### src/rtl/crtc_pkg.sv
package crtc_pkg;

  localparam int unsigned HREG_W = 9;
  localparam int unsigned VREG_W = 11;
  localparam int unsigned HSE_W  = 5;
  localparam int unsigned HBE_W  = 6;
  localparam int unsigned VSE_W  = 4;
  localparam int unsigned VBE_W  = 8;
  localparam int unsigned ADDR_W = 4;
  localparam int unsigned DATA_W = VREG_W;
  localparam int unsigned DOT_W  = 3;

  typedef enum logic [ADDR_W-1:0] {
    FLD_HLEN   = 4'd0,
    FLD_HDEND  = 4'd1,
    FLD_HBSTA  = 4'd2,
    FLD_HBEND  = 4'd3,
    FLD_HSSTA  = 4'd4,
    FLD_HSEND  = 4'd5,
    FLD_VLEN   = 4'd6,
    FLD_VDEND  = 4'd7,
    FLD_VBSTA  = 4'd8,
    FLD_VBEND  = 4'd9,
    FLD_VSSTA  = 4'd10,
    FLD_VSEND  = 4'd11,
    FLD_LMATCH = 4'd12
  } crtc_fld_e;

  typedef struct packed {
    logic [HREG_W-1:0] hlen;
    logic [HREG_W-1:0] hdend;
    logic [HREG_W-1:0] hbsta;
    logic [HBE_W-1:0]  hbend;
    logic [HREG_W-1:0] hssta;
    logic [HSE_W-1:0]  hsend;
    logic [VREG_W-1:0] vlen;
    logic [VREG_W-1:0] vdend;
    logic [VREG_W-1:0] vbsta;
    logic [VBE_W-1:0]  vbend;
    logic [VREG_W-1:0] vssta;
    logic [VSE_W-1:0]  vsend;
    logic [VREG_W-1:0] lmatch;
  } crtc_cfg_t;

endpackage

### src/rtl/crtc_regs.sv
module crtc_regs
  import crtc_pkg::*;
(
  input  logic              clk,
  input  logic              rst_n,
  input  logic              wr_en,
  input  logic [ADDR_W-1:0] wr_addr,
  input  logic [DATA_W-1:0] wr_data,
  input  logic              frame_wrap,
  output crtc_cfg_t         cfg_act,
  output crtc_cfg_t         cfg_nxt
);

  crtc_cfg_t pend_q, pend_d;
  crtc_cfg_t act_q, act_d;

  // pending copy: field update from the write port
  always_comb begin
    pend_d = pend_q;
    if (wr_en) begin
      case (crtc_fld_e'(wr_addr))
        FLD_HLEN:   pend_d.hlen   = wr_data[HREG_W-1:0];
        FLD_HDEND:  pend_d.hdend  = wr_data[HREG_W-1:0];
        FLD_HBSTA:  pend_d.hbsta  = wr_data[HREG_W-1:0];
        FLD_HBEND:  pend_d.hbend  = wr_data[HBE_W-1:0];
        FLD_HSSTA:  pend_d.hssta  = wr_data[HREG_W-1:0];
        FLD_HSEND:  pend_d.hsend  = wr_data[HSE_W-1:0];
        FLD_VLEN:   pend_d.vlen   = wr_data[VREG_W-1:0];
        FLD_VDEND:  pend_d.vdend  = wr_data[VREG_W-1:0];
        FLD_VBSTA:  pend_d.vbsta  = wr_data[VREG_W-1:0];
        FLD_VBEND:  pend_d.vbend  = wr_data[VBE_W-1:0];
        FLD_VSSTA:  pend_d.vssta  = wr_data[VREG_W-1:0];
        FLD_VSEND:  pend_d.vsend  = wr_data[VSE_W-1:0];
        FLD_LMATCH: pend_d.lmatch = wr_data[VREG_W-1:0];
        default:    pend_d = pend_q;
      endcase
    end
  end

  // active copy: whole-set transfer at the frame boundary only
  always_comb begin
    act_d = act_q;
    if (frame_wrap) begin
      act_d = pend_q;
    end
  end

  always_ff @(posedge clk or negedge rst_n) begin
    if (!rst_n) begin
      pend_q <= '0;
      act_q  <= '0;
    end else begin
      pend_q <= pend_d;
      act_q  <= act_d;
    end
  end

  assign cfg_act = act_q;
  assign cfg_nxt = act_d;

  AST_ACT_HOLD: assert property (@(posedge clk) disable iff (!rst_n)
    !frame_wrap |=> $stable(act_q));

  AST_ACT_LOAD: assert property (@(posedge clk) disable iff (!rst_n)
    frame_wrap |=> act_q == $past(pend_q));

endmodule

### src/rtl/crtc_axis.sv
module crtc_axis #(
  parameter int unsigned REG_W    = 9,
  parameter int unsigned LAST_OFS = 4,
  parameter int unsigned SE_W     = 5,
  parameter int unsigned BE_W     = 6
) (
  input  logic             clk,
  input  logic             rst_n,
  input  logic             adv,
  input  logic [REG_W-1:0] len,
  input  logic [REG_W-1:0] ssta,
  input  logic [SE_W-1:0]  send,
  input  logic [REG_W-1:0] bsta,
  input  logic [BE_W-1:0]  bend,
  output logic [REG_W:0]   cnt,
  output logic             at_last,
  output logic             sync_on,
  output logic             blank_on
);

  localparam int unsigned CNT_W = REG_W + 1;

  logic [CNT_W-1:0] cnt_q, cnt_d, last_val;
  logic             sync_q, sync_d;
  logic             blank_q, blank_d;

  assign last_val = CNT_W'(len) + CNT_W'(LAST_OFS);
  assign at_last  = (cnt_q == last_val);

  always_comb begin
    cnt_d   = cnt_q;
    sync_d  = sync_q;
    blank_d = blank_q;
    if (adv) begin
      cnt_d = at_last ? '0 : cnt_q + CNT_W'(1);
      if (cnt_d == CNT_W'(ssta)) begin
        sync_d = 1'b1;
      end else if (cnt_d[SE_W-1:0] == send) begin
        sync_d = 1'b0;
      end
      if (cnt_d == CNT_W'(bsta)) begin
        blank_d = 1'b1;
      end else if (cnt_d[BE_W-1:0] == bend) begin
        blank_d = 1'b0;
      end
    end
  end

  always_ff @(posedge clk or negedge rst_n) begin
    if (!rst_n) begin
      cnt_q   <= '0;
      sync_q  <= 1'b0;
      blank_q <= 1'b0;
    end else begin
      cnt_q   <= cnt_d;
      sync_q  <= sync_d;
      blank_q <= blank_d;
    end
  end

  assign cnt      = cnt_q;
  assign sync_on  = sync_q;
  assign blank_on = blank_q;

  AST_CNT_BOUND: assert property (@(posedge clk) disable iff (!rst_n)
    cnt_q <= last_val);

  AST_CNT_HOLD: assert property (@(posedge clk) disable iff (!rst_n)
    !adv |=> $stable(cnt_q));

  AST_CNT_WRAP: assert property (@(posedge clk) disable iff (!rst_n)
    adv && at_last |=> cnt_q == '0);

  AST_SYNC_RISE: assert property (@(posedge clk) disable iff (!rst_n)
    $rose(sync_q) |-> $past(adv) && cnt_q == CNT_W'($past(ssta)));

  AST_SYNC_FALL: assert property (@(posedge clk) disable iff (!rst_n)
    $fell(sync_q) |-> $past(adv) && cnt_q[SE_W-1:0] == $past(send));

  AST_BLANK_RISE: assert property (@(posedge clk) disable iff (!rst_n)
    $rose(blank_q) |-> $past(adv) && cnt_q == CNT_W'($past(bsta)));

  AST_BLANK_FALL: assert property (@(posedge clk) disable iff (!rst_n)
    $fell(blank_q) |-> $past(adv) && cnt_q[BE_W-1:0] == $past(bend));

endmodule

### src/rtl/crtc_timing_gen.sv
module crtc_timing_gen
  import crtc_pkg::*;
(
  input  logic              clk,
  input  logic              rst_n,
  input  logic              pix_ce,
  input  logic              hsync_neg,
  input  logic              vsync_neg,
  input  logic              wr_en,
  input  logic [ADDR_W-1:0] wr_addr,
  input  logic [DATA_W-1:0] wr_data,
  output logic              hsync,
  output logic              vsync,
  output logic              hblank,
  output logic              vblank,
  output logic              disp_en,
  output logic              line_cmp_hit,
  output logic [HREG_W:0]   char_cnt,
  output logic [VREG_W:0]   line_cnt
);

  localparam int unsigned H_CW = HREG_W + 1;
  localparam int unsigned V_CW = VREG_W + 1;

  logic [DOT_W-1:0] dot_q, dot_d;
  logic             char_tick, line_tick, frame_wrap;
  logic             h_last, v_last;
  logic             hs_on, vs_on;
  crtc_cfg_t        cfg_act, cfg_nxt;
  logic             unused_cfg;

  // pixel-within-character counter
  always_comb begin
    dot_d = dot_q;
    if (pix_ce) begin
      dot_d = dot_q + DOT_W'(1);
    end
  end

  always_ff @(posedge clk or negedge rst_n) begin
    if (!rst_n) begin
      dot_q <= '0;
    end else begin
      dot_q <= dot_d;
    end
  end

  assign char_tick  = pix_ce && (&dot_q);
  assign line_tick  = char_tick && h_last;
  assign frame_wrap = line_tick && v_last;

  crtc_regs u_regs (
    .clk        (clk),
    .rst_n      (rst_n),
    .wr_en      (wr_en),
    .wr_addr    (wr_addr),
    .wr_data    (wr_data),
    .frame_wrap (frame_wrap),
    .cfg_act    (cfg_act),
    .cfg_nxt    (cfg_nxt)
  );

  crtc_axis #(
    .REG_W    (HREG_W),
    .LAST_OFS (4),
    .SE_W     (HSE_W),
    .BE_W     (HBE_W)
  ) u_haxis (
    .clk      (clk),
    .rst_n    (rst_n),
    .adv      (char_tick),
    .len      (cfg_act.hlen),
    .ssta     (cfg_nxt.hssta),
    .send     (cfg_nxt.hsend),
    .bsta     (cfg_nxt.hbsta),
    .bend     (cfg_nxt.hbend),
    .cnt      (char_cnt),
    .at_last  (h_last),
    .sync_on  (hs_on),
    .blank_on (hblank)
  );

  crtc_axis #(
    .REG_W    (VREG_W),
    .LAST_OFS (1),
    .SE_W     (VSE_W),
    .BE_W     (VBE_W)
  ) u_vaxis (
    .clk      (clk),
    .rst_n    (rst_n),
    .adv      (line_tick),
    .len      (cfg_act.vlen),
    .ssta     (cfg_nxt.vssta),
    .send     (cfg_nxt.vsend),
    .bsta     (cfg_nxt.vbsta),
    .bend     (cfg_nxt.vbend),
    .cnt      (line_cnt),
    .at_last  (v_last),
    .sync_on  (vs_on),
    .blank_on (vblank)
  );

  assign disp_en = (char_cnt <= H_CW'(cfg_act.hdend)) &&
                   (line_cnt <= V_CW'(cfg_act.vdend));

  assign line_cmp_hit = (line_cnt == V_CW'(cfg_act.lmatch)) && !(&cfg_act.lmatch);

  assign hsync = hs_on ^ hsync_neg;
  assign vsync = vs_on ^ vsync_neg;

  assign unused_cfg = ^{cfg_act.hbsta, cfg_act.hbend, cfg_act.hssta, cfg_act.hsend,
                        cfg_act.vbsta, cfg_act.vbend, cfg_act.vssta, cfg_act.vsend,
                        cfg_nxt.hlen, cfg_nxt.hdend, cfg_nxt.vlen, cfg_nxt.vdend,
                        cfg_nxt.lmatch};

  AST_FRAME_ORIGIN: assert property (@(posedge clk) disable iff (!rst_n)
    frame_wrap |=> char_cnt == '0 && line_cnt == '0);

  AST_CHAR_STEP: assert property (@(posedge clk) disable iff (!rst_n)
    char_tick && !h_last |=> char_cnt == $past(char_cnt) + H_CW'(1));

  AST_LINE_FREEZE: assert property (@(posedge clk) disable iff (!rst_n)
    !line_tick |=> $stable(line_cnt) && $stable(vs_on) && $stable(vblank));

  AST_DOT_IDLE: assert property (@(posedge clk) disable iff (!rst_n)
    !pix_ce |=> $stable(char_cnt) && $stable(line_cnt));

endmodule

### config.mk
export PLATFORM = sky130hd
export DESIGN_NAME = crtc_timing_gen
export DESIGN_NICKNAME = d
export VERILOG_FILES = /design/src/rtl/crtc_pkg.sv /design/src/rtl/crtc_regs.sv /design/src/rtl/crtc_axis.sv /design/src/rtl/crtc_timing_gen.sv
export SDC_FILE = /design/constraint.sdc
export NUM_CORES = 1
export LEC_CHECK = 0
export CORE_MARGIN = 4
export CORE_UTILIZATION = 56
export DETAILED_ROUTE_END_ITERATION = 8
export GPL_ROUTABILITY_DRIVEN = 1
export HOLD_SLACK_MARGIN = 0.06
export PLACE_DENSITY = 0.82
export SLEW_MARGIN = 20
export SYNTH_ARGS = -nofsm -noshare
export SYNTH_HDL_FRONTEND = slang
export SYNTH_SLANG_ARGS = --single-unit
### constraint.sdc
create_clock -name clk -period 3.8 [get_ports clk]
set_input_delay 0.76 -clock clk [delete_from_list [all_inputs] [get_ports clk]]
set_output_delay 0.76 -clock clk [all_outputs]
set_load 0.01 [all_outputs]
Word-level counts from Yosys, hierarchy flattened
Cells that the tools add are included.

cells by class
  add/sub/neg operators = 5
  $lt $le $gt $ge = 2
  div/mod/pow operators = 0
  $mul = 0
  bitwise gates (word level) = 2
  eq/ne operators = 23
  shift-type cells = 0
  multiplexer cells = 11
  reductions and logical operators = 30

operators by type and width
  kind                                            number
  two-way mux 96 bit                              1
  == test 12 x 11 -> 1 bit                        3
  AND reduction 2 bit                             17
  == test 10 x 9 -> 1 bit                         2
  == test 4 bit (second input constant)           5
  == test 4 x 3 -> 1 bit (second input constant)  4
  adder 11 x 1 -> 12 bit (second input constant)  1
  adder 12 x 1 -> 12 bit (second input constant)  1
  == test 12 bit                                  1
  <= comparator 12 x 11 -> 1 bit                  1
  two-way mux 12 bit                              1
  AND reduction 11 bit                            1
  adder 10 x 1 -> 10 bit (second input constant)  1
  adder 9 x 3 -> 10 bit (second input constant)   1
  == test 10 bit                                  1
  <= comparator 10 x 9 -> 1 bit                   1
  two-way mux 10 bit                              1
  == test 4 x 2 -> 1 bit (second input constant)  2
  == test 8 bit                                   1
  two-way mux 1 bit                               8
  nonzero test 2 bit                              4
  == test 6 bit                                   1
  == test 5 bit                                   1
  logical AND 1 bit                               5
  7 further kinds                                 8

storage, ports and cells
  bits in writable memories = 0
  register bits = 257
  memories = 0
  ROM bits = 0
  output and inout bits = 28
  bits in latches = 0

Logic depth before layout (Yosys ltp)
  word-level depth = 8
  depth in mapped cells = 13
  gate-level depth less buffers = 12

By module
From an unflattened synthesis, not the netlist that was laid out.

second synthesis, totals
  cell total of the unflattened synthesis = 1092
  area total of the unflattened synthesis = 13193.9 um^2

modules (own cells, without submodules)
  module                area an instance (um^2)  sequential area each (um^2)  cells an instance  times used
  crtc_regs             8580.7                   5705.5                       506                1
  crtc_axis at u_vaxis  2092.0                   350.3                        271                1
  crtc_axis at u_haxis  1675.4                   300.3                        214                1
  crtc_timing_gen       845.8                    75.1                         101                1

Least setup slack after synthesis
Ideal clock, no wire load.

  path type = register to register
  from = register u_regs.act_q (netlist bit u_regs.cfg_act[107])
  to = register u_haxis.blank_q, in the netlist u_haxis.blank_on
  stages on the path, launching flop included = 12
  data required time = 3.690 ns
  path buffers = 0
  period minus slack after synthesis = 3.517 ns
  path slack = 0.283 ns
  arrival = 3.406 ns
  path through = dfrtp_1 ha_1 xor2_1 nor4_1 o211ai_1 nor4_1 nand2_1 nor2_1 mux2_2 o21ai_0 nand3_1 o41ai_1

RTL lines
  item                    line             RTL
  start, declared         crtc_regs.sv:15  crtc_cfg_t act_q, act_d;
  start signal, assigned  crtc_regs.sv:54  act_q <= act_d;
  end signal, assigned    crtc_axis.sv:57  blank_q <= blank_d;
  end, declared           crtc_axis.sv:25  logic blank_q, blank_d;

Worst setup path in the final report
  from = register u_haxis.cnt_q[1], in the netlist u_haxis.cnt[1]
  to = output disp_en

between the ends
  longest elaborated chain between the ends = 2

RTL lines
  item                           line                    RTL
  start, declared                crtc_axis.sv:23         logic [CNT_W-1:0] cnt_q, cnt_d, last_val;
  start signal, assigned         crtc_axis.sv:55         cnt_q <= cnt_d;
  <= comparator 10 x 9 -> 1 bit  crtc_timing_gen.sv:103  assign disp_en = (char_cnt <= H_CW'(cfg_act.hdend)) &&
  logical AND 1 bit              crtc_timing_gen.sv:103
  end, declared                  crtc_timing_gen.sv:16   output logic disp_en,

No other way between the ends.

==> run metrics <==
number of diodes 0; starting DRC count in detailed routing 980; Top Ports 49; max_cap viols 0; P per Cell Area 465 mW/mm^2; flops & latches, synth 257; post-placement cell count 1560; first-pass GRT wire length 53600 um; Hold/Removal Path Class in2async; # rows 54; share of cells above drive strength 1 19.1%; Cells after Synth 1242; worst-skew pair later-pin latency 0.53 ns; Tot GR Track Use 27.2%; non-filler cells, final 1608; total gr overflow 0; Slew headroom 35.3%; Die Y 158 um; Slew @ Worst Pin 0.967 ns; final-report hold violation count 0; EDFF count, synth 0; vias per std cell 6.13; Post-synth top flop dfrtp_1; CTS tree built; vias in the first global route 9999; Max Fanout on Critical Path 3; wire length per cell 20.7 um; ys async rst share 100%; sum of negative setup slack 0 ns; count leader, synth nand2_1; Core Area 0.0220 mm^2; fmax 0.274 GHz; number of port buffers 48; sinks on the clock net 257; Clock Skew 0.0115 ns; Synth area leader dfrtp_1; Startpoint Class flip-flop; Area growth syn-to-layout 15.0%; hold buffer count at CTS 0; WP data required 3.04 ns; H-tree levels 1; count of cell types in the netlist 67; Synth Cell Area 0.0126 mm^2; multi-input logic area 0.00585 mm^2; DRC Markers 0; Mapped Nets 1289; final setup violation count 0; post-route clock period utilization 96.0%; CP most frequent cell o21a_1; CP Capture Type output port; top cell type's share of synthesized area 50.9%; slowest CP cell dfrtp_1; clk root buf clkbuf_16; TritonRoute pass-1 iters 7; Avg Inst Size Synth 10.2 um^2; final antenna-violating net count 0; Post-synth top cells nand2_1 (292), dfrtp_1 (257), mux2_2 (131), o21ai_0 (68), clkbuf_1 (53); final non-filler cell area 0.0145 mm^2; Pleak 6.88 nW; clk buf depth 3; status finished clean; Post-Place Cell Area 0.0136 mm^2; hpwl dp 22300 um; fill cell count 1618; largest net degree at the start of global routing 89; full die area 0.0250 mm^2; RSZ-0062 raised after global routing no; Slew Limit Fails 0; vias 9856; CTS Buf Count 26; yosys warns 0; WL final 33300 um; CP Cell Sequence ha_1 -> nor2b_1 -> o21a_1 -> o21a_1 -> o21a_1 -> o21a_1 -> o21a_1 -> o21a_1 -> o21ai_2 -> a21oi_2 -> a21oi_2 -> buf_2; starting density of the core 57.3%; Largest stage delay, worst path 0.41 ns; crit path DAT 2.89 ns; Nets 1357; main area contributors after synthesis dfrtp_1 (51%), mux2_2 (12%), nand2_1 (8.7%), xnor2_1 (3.1%), o21ai_0 (2.7%); top cell family by delay on the critical path compound AO/OA/AOI/OAI gates; Tmin final 3.65 ns; Die X-Extent 158 um; Max IR drop VDD 0.251 mV; RD Place Congestion 0.929; initial antenna violation count 0; Reg clk slew, reported paths 0.06 ns; sequential standard cell area 0.00643 mm^2; sequential fraction of the synthesis area 50.9%; buffers and inverters on the worst path 1; Worst Path Class, Setup reg2out
==> layer usage <==
metal,vias up,routed length [um],track usage (%)
li1,4411,-,-
met1,4810,13300,37.7
met2,513,15100,41.9
met3,122,3400,6.31
met4,0,1460,10.7
met5,-,0,0
==> power by group <==
part / switching [mW] / internal, mW
Clock: 1.05 / 1.42
Sequential: 0.228 / 3.06
Combinational: 0.502 / 0.491
==> cells in the final DEF (no fill, tap or decap), types with 5 or more instances in the layout <==
cell	n
o21ai_0	66
buf_4	56
clkbuf_1	8
a21o_1	6
nor2b_1	8
o22ai_1	7
o221ai_1	5
ha_1	26
clkbuf_16	27
clkdlybuf4s50_1	46
mux2_2	131
a211oi_1	5
nor2_1	47
nand2b_1	10
o31ai_1	7
nor3_1	14
and3_1	10
nand3_1	15
dfrtp_1	257
mux2i_1	7
xor2_1	34
or3_1	7
and2_1	6
nor4_1	11
a21oi_1	20
nand2_1	291
o21a_1	6
clkinv_2	5
xnor2_1	44
inv_1	36
nand4_1	20
==> registers in the layout, indices dropped and copies added (netlist names) <==
name              flops
u_vaxis.cnt          12
u_vaxis.sync_on       1
u_haxis.sync_on       1
u_regs.pend_q       114
u_haxis.blank_on      1
u_regs.cfg_act      114
u_haxis.cnt          10
u_vaxis.blank_on      1
dot_q                 3
==> path summary, 6_finish.rpt <==
path	slack (ns)	depth (start not counted)	endpoint	startpoint
max	0.15	12	disp_en	u_haxis.cnt[1]
min	0.23	1	u_regs.cfg_act[69]	rst_n
max reg2reg	0.19	11	u_haxis.blank_on	u_regs.cfg_act[107]
min reg2reg	0.47	2	u_regs.cfg_act[57]	u_regs.pend_q[57]
max in group asynchronous	2.62	2	u_regs.pend_q[9]	rst_n
min in group clk	0.47	2	u_regs.cfg_act[57]	u_regs.pend_q[57]
==> repair_timing <==
item                                    4_1_cts  5_1_grt
buffers inserted                              1        1
pin swaps                                     1        3
endpoints found under the setup margin        2        3
cloned                                        0        0
resized for setup                             9       10
==> logic make-up (layout without fill, tap and decap cells) <==
logic type	count (synthesis)	in the layout	share of synthesized area [%]
AND/OR/NAND/NOR	468	468	16.7
adder cells (fa/ha/maj)	26	26	2.58
flip-flops	257	257	50.9
XOR/XNOR	78	78	5.41
multiplexers	139	139	12.4
AO/OA/AOI/OAI	172	172	8.73
buffers and inverters	102	188	3.23
==> metrics by stage <==
stage / hold WS [ns] / power (mW) / util (%) / setup WS, ns
after floorplan: 0.440 / 3.87 / - / 0.283
after global placement: 0.448 / 4.23 / 61.9 / 0.136
after detailed placement: 0.454 / 4.28 / 61.9 / -0.0933
after CTS: 0.247 / 6.76 / 65.7 / 0.0316
after global routing: 0.282 / 7.04 / 65.9 / 0.0554
final: 0.227 / 6.76 / 65.9 / 0.152
==> layout make-up <==
cell class	instances	share of cell area (%)
multi-input combinational	883	40.3
sequential	257	44.3
clock buffer	38	5.14
tap	280	2.41
timing repair buffer	106	6.48
clock inverter	8	0.483
inverter	36	0.931
Power figures use the tool's default switching activity.
